[src/rtl/colmul.sv]
module colmul #(
  parameter int N = 8
) (
  input  logic [N-1:0]   a,
  input  logic [N-1:0]   b,
  output logic [2*N-1:0] p
);
  localparam int COLS = 2*N - 1;
  localparam int SW   = $clog2(N*(N+1));

  logic [N-1:0]  pp     [COLS];
  logic [SW-1:0] colsum [COLS];
  logic [SW-1:0] cy     [COLS+1];
  logic [SW-1:0] tail_carry;

  assign cy[0] = '0;

  for (genvar k = 0; k < COLS; k++) begin : g_col
    for (genvar i = 0; i < N; i++) begin : g_bit
      if (k >= i && k - i < N) begin : g_on
        assign pp[k][i] = a[i] & b[k-i];
      end else begin : g_off
        assign pp[k][i] = 1'b0;
      end
    end
    assign colsum[k] = SW'($countones(pp[k])) + cy[k];
    assign p[k]      = colsum[k][0];
    assign cy[k+1]   = {1'b0, colsum[k][SW-1:1]};
  end

  assign tail_carry = cy[COLS];
  assign p[2*N-1]   = tail_carry[0];
endmodule


[config.mk]
export PLATFORM = sky130hd
export DESIGN_NAME = colmul
export DESIGN_NICKNAME = d
export VERILOG_FILES = /design/src/rtl/colmul.sv
export SDC_FILE = /design/constraint.sdc
export NUM_CORES = 1
export LEC_CHECK = 0
export BUFFER_PORTS_ARGS = -buffer_cell sky130_fd_sc_hd__buf_4
export CAP_MARGIN = 20
export CORE_ASPECT_RATIO = 1.2
export CORE_UTILIZATION = 65
export DETAILED_ROUTE_END_ITERATION = 12
export PLACE_DENSITY_LB_ADDON = 0.2
export RECOVER_POWER = 50
export SYNTH_ARGS = -nofsm -noshare
export SYNTH_HDL_FRONTEND = slang
export SYNTH_SLANG_ARGS = --single-unit
[constraint.sdc]
create_clock -name vclk -period 73.1
set_input_delay 14.62 -clock vclk [all_inputs]
set_output_delay 14.62 -clock vclk [all_outputs]
set_load 0.05 [all_outputs]
==> flow_summary.toml, run 1 <==
[die]
fp.dieW_um = 53.9
start_util = 0.686
core_mm2 = 0.00306
die-area_mm2 = 0.00346
die_y_um = 64.2
rows = 22
ioPinCount = 32

[setup_path]
critPathSlowestCell = "fa_1"
path_class = "primary input to output pin"
crit_fanout = 8
cp.required_ns = 58.48
startpoint_type = "primary input"
cp.arrival_ns = 30.16
cp_slowest_stage_delay_ns = 0.59
crit_path_end_kind = "output pin"
cpMostUsedCell = "fa_1"

[drt]
vias = 1635
routed_wl_mm = 4.18
via_per_inst = 5.38
post_drt_wl_per_cell_um = 13.7
drc = 0
ant_nets = 0
dr.first_iter.drc_count = 15
drt-pass1-iter-count = 4

[sta]
finalHoldViolCount = 0
fmax_ghz = 0.0223
relSlewSlack = 0.603
period_share = 0.613
rsz0062_at_grt = "no"
worst_pin_slew_ns = 0.598
setup_viol = 0
fin_setup_tns_ns = 0
maxSlewViolCount = 0
min_period_ns = 44.78

[final_layout]
nClkBuffers = 0
drive_above_1_share = 0.0970
areaGrowthSynthToFinish_pct = 12.2
diodes = 0
ff_latch_area_um2 = 0
layout.nets = 364
sequential_cell_total = 0

[min_path]
worstHoldPathType = "primary input to output pin"
min_from = "b[7]"
whs_path_depth = 4
hold_end = "p[14]"

[placement]
hpwl_mm = 3.67
numPortBuffers = 32
gp_congestion = 0.812

[synth]
synth_nets = 330
synth_area_mm2 = 0.00210
synthCells = 236
ys_warn_count = 0
syn_avg_cell_area_um2 = 8.89
synth_cell_type_count = 21
seq_area_frac_synth = 0

[global_route]
grt_pass1_vias = 1772
grt_pass1_wl_mm = 7.37
grt_max_degree = 9
antenna_found_initial = 0
overflow = 0
grt.total_usage = 0.283

[status]
run_status = "finished clean"

[cts]
post_cts_buffers = 0
cts_resized = 0
cts_hold_buf = 0

[run]
maxCapViolations = 0
## routing by layer
metal  track usage  vias to the layer above  share of wire
met4        0.0296                        0         0.0050
met1         0.347                      811           0.42
met2         0.540                       17           0.57
met5             0                        -              0
li1              -                      805              -
met3       0.00476                        2          0.011
## area by class of cell
| type | count | area (um2) |
|---|---|---|
| inverter | 41 | 154 |
| fill | 234 | 703 |
| tap | 36 | 45.0 |
| multi-input combinational | 195 | 1940 |
| timing repair buffer | 32 | 210 |
## synthesized netlist by cell type
cell type / instances / area share
xor2_1: 5 / 0.021
a31oi_1: 1 / 0.0030
nor2_1: 1 / 0.0018
o211ai_1: 1 / 0.0036
a21oi_2: 1 / 0.0042
a21o_1: 6 / 0.021
a21oi_4: 1 / 0.0078
nand4b_1: 1 / 0.0042
nor2b_1: 4 / 0.012
xnor2_1: 12 / 0.050
inv_1: 41 / 0.073
o21ai_0: 2 / 0.0048
nand3_1: 2 / 0.0048
or3_1: 1 / 0.0030
nand2_1: 35 / 0.063
and3_1: 1 / 0.0030
fa_1: 37 / 0.35
a21oi_1: 11 / 0.026
and2_1: 30 / 0.089
nand2b_1: 2 / 0.0060
ha_1: 41 / 0.24
## critical path, delay by kind of cell
kind	cells	cell delay (ns)
AND/OR/NAND/NOR	1	0.16
buffers and inverters	9	0.79
adder cells (fa/ha/maj)	34	13.35
XOR/XNOR	7	1.25
## layout by cell type, fill, tap and decap left out
| cell | instances |
|---|---|
| inv_1 | 41 |
| ha_1 | 41 |
| fa_1 | 37 |
| nand2_1 | 35 |
| and2_1 | 30 |
| buf_4 | 24 |
| xnor2_1 | 12 |
| a21oi_1 | 11 |
| clkbuf_1 | 8 |
| a21o_1 | 6 |
| xor2_1 | 5 |
| nor2b_1 | 4 |
| o21ai_0 | 2 |
| nand2b_1 | 2 |
| nand3_1 | 2 |
| a21oi_4 | 1 |
| a21oi_2 | 1 |
| or3_1 | 1 |
| nand4b_1 | 1 |
| o211ai_1 | 1 |
| and3_1 | 1 |
| nor2_1 | 1 |
| a31oi_1 | 1 |
## worst max-delay path by stage
stage | start | end | slack, ns | depth (start not counted)
global route | b[1] | p[15] | 27.62 | 51
floorplan | b[1] | p[15] | 28.56 | 49
finish | b[1] | p[15] | 28.32 | 51
detailed placement | b[1] | p[15] | 28.31 | 51
CTS | b[1] | p[15] | 28.28 | 51
global placement | b[1] | p[15] | 28.52 | 51
## logic make-up after synthesis
logic type | after synthesis | synth area share
AND/OR/NAND/NOR | 77 | 0.187
buffers and inverters | 41 | 0.0734
adder cells (fa/ha/maj) | 78 | 0.598
XOR/XNOR | 17 | 0.0710
AO/OA/AOI/OAI | 23 | 0.0710
## through the flow
| stage | instances | hold WS (ns) | worst slack [ns] | instance area [um2] | utilization |
|---|---|---|---|---|---|
| 4_1_cts | 304 | 29.69 | 28.28 | 2380 | 0.780 |
| 3_3_place_gp | 304 | 29.67 | 28.52 | 2380 | 0.780 |
| 5_1_grt | 304 | 29.81 | 27.62 | 2350 | 0.770 |
| 3_5_place_dp | 304 | 29.69 | 28.31 | 2380 | 0.780 |
| 6_report | 304 | 29.80 | 28.32 | 2350 | 0.770 |
| 2_1_floorplan | 236 | 29.52 | 28.56 | 2100 | - |
Power of run 1 is not shown: default switching activity piles up to over one toggle a cycle in this logic, so the estimate is an artifact.
==> inputs of run 2 (changes only) <==
--- a/config.mk
+++ b/config.mk
@@ -8,7 +8,7 @@
 export BUFFER_PORTS_ARGS = -buffer_cell sky130_fd_sc_hd__buf_4
 export CAP_MARGIN = 20
 export CORE_ASPECT_RATIO = 1.2
-export CORE_UTILIZATION = 65
+export CORE_UTILIZATION = 55
 export DETAILED_ROUTE_END_ITERATION = 12
 export PLACE_DENSITY_LB_ADDON = 0.2
 export RECOVER_POWER = 50
==> constraint.sdc (replaced) <==
create_clock -name vclk -period 37.9
set_input_delay 7.58 -clock vclk [all_inputs]
set_output_delay 7.58 -clock vclk [all_outputs]
set_load 0.05 [all_outputs]
==> flow_summary.toml, run 2 (same netlist as run 1, synthesis figures left out) <==
[cts]
post_cts_buffers = 0
cts_hold_buf = 0
cts_resized = 0

[die]
die-area_mm2 = 0.00406
start_util = 0.577
die_y_um = 69.6
rows = 24
fp.dieW_um = 58.4
core_mm2 = 0.00363
ioPinCount = 32

[final_layout]
drive_above_1_share = 0.0970
layout.nets = 364
ff_latch_area_um2 = 0
sequential_cell_total = 0
multi_input_area_mm2 = 0.00194
nFillCells = 316
diodes = 0
final_cell_mix = "inv_1, ha_1, fa_1, nand2_1, and2_1"
areaGrowthSynthToFinish_pct = 13.1
nClkBuffers = 0

[global_route]
grt_max_degree = 9
overflow = 0
grt_pass1_vias = 1644
grt.total_usage = 0.217
grt_pass1_wl_mm = 7.20
antenna_found_initial = 0

[sta]
fmax_ghz = 0.0327
fin_setup_tns_ns = 0
relSlewSlack = 0.589
worst_pin_slew_ns = 0.619
rsz0062_at_grt = "no"
period_share = 0.808
setup_viol = 0
finalHoldViolCount = 0
maxSlewViolCount = 0
min_period_ns = 30.61

[drt]
via_per_inst = 5.07
drc = 0
dr.first_iter.drc_count = 61
ant_nets = 0
routed_wl_mm = 3.85
post_drt_wl_per_cell_um = 12.0
drt-pass1-iter-count = 4
vias = 1622

[status]
run_status = "finished clean"

[setup_path]
crit_fanout = 8
startpoint_type = "primary input"
crit_family = "adder cells"
crit_buf_inv = 10
critical_path_depth = 51
cp.arrival_ns = 23.03
critPathSlowestCell = "fa_1"
crit_path_end_kind = "output pin"
cp_slowest_stage_delay_ns = 0.54
cp.required_ns = 30.32
cpMostUsedCell = "fa_1"
path_class = "primary input to output pin"

[min_path]
worstHoldPathType = "primary input to output pin"
whs_path_depth = 3
min_from = "a[0]"
hold_end = "p[0]"

[run]
maxCapViolations = 0

[placement]
numPortBuffers = 32
hpwl_mm = 3.42
gp_congestion = 0.783
-- run 2: cell counts in the layout (fill, tap and decap cells not counted) --
No cell type changed its count.
-- run 2: how the worst max path moves through the flow --
stage	from	endpoint	slack [ns]
after floorplan	b[1]	p[15]	7.44
final	b[1]	p[15]	7.29
after detailed placement	b[1]	p[15]	7.24
after CTS	b[1]	p[15]	7.22
after global routing	b[1]	p[15]	6.63
after global placement	b[1]	p[15]	7.45
-- run 2: routing by layer --
layer | up-vias | global-route usage | part of all wire
met3 | 0 | 0.00560 | 0.028
met1 | 792 | 0.338 | 0.48
li1 | 807 | - | -
met4 | 0 | 0.00794 | 0
met5 | - | 0 | 0
met2 | 23 | 0.355 | 0.49
-- run 2: area by class of cell --
cell class / count / area share
tap: 52 / 0.0274
timing repair buffer: 32 / 0.0886
multi-input combinational: 195 / 0.819
inverter: 41 / 0.0649
-- run 2: tightest hold or removal path, delay by kind of cell --
kind          cells  cell delay, ns
simple gates      1            0.13
buf+inv           2            0.42
-- run 2: through the flow --
step                hold slack, ns   util  setup WS (ns)  instances  area, um2
finish                       15.72  0.653           7.29        320       2370
global route                 15.73  0.653           6.63        320       2370
CTS                          15.60  0.661           7.22        320       2400
detailed placement           15.60  0.661           7.24        320       2400
global placement             15.60  0.661           7.45        320       2400
floorplan                    15.44      -           7.44        236       2100
Power of run 2 is left out for the same reason.
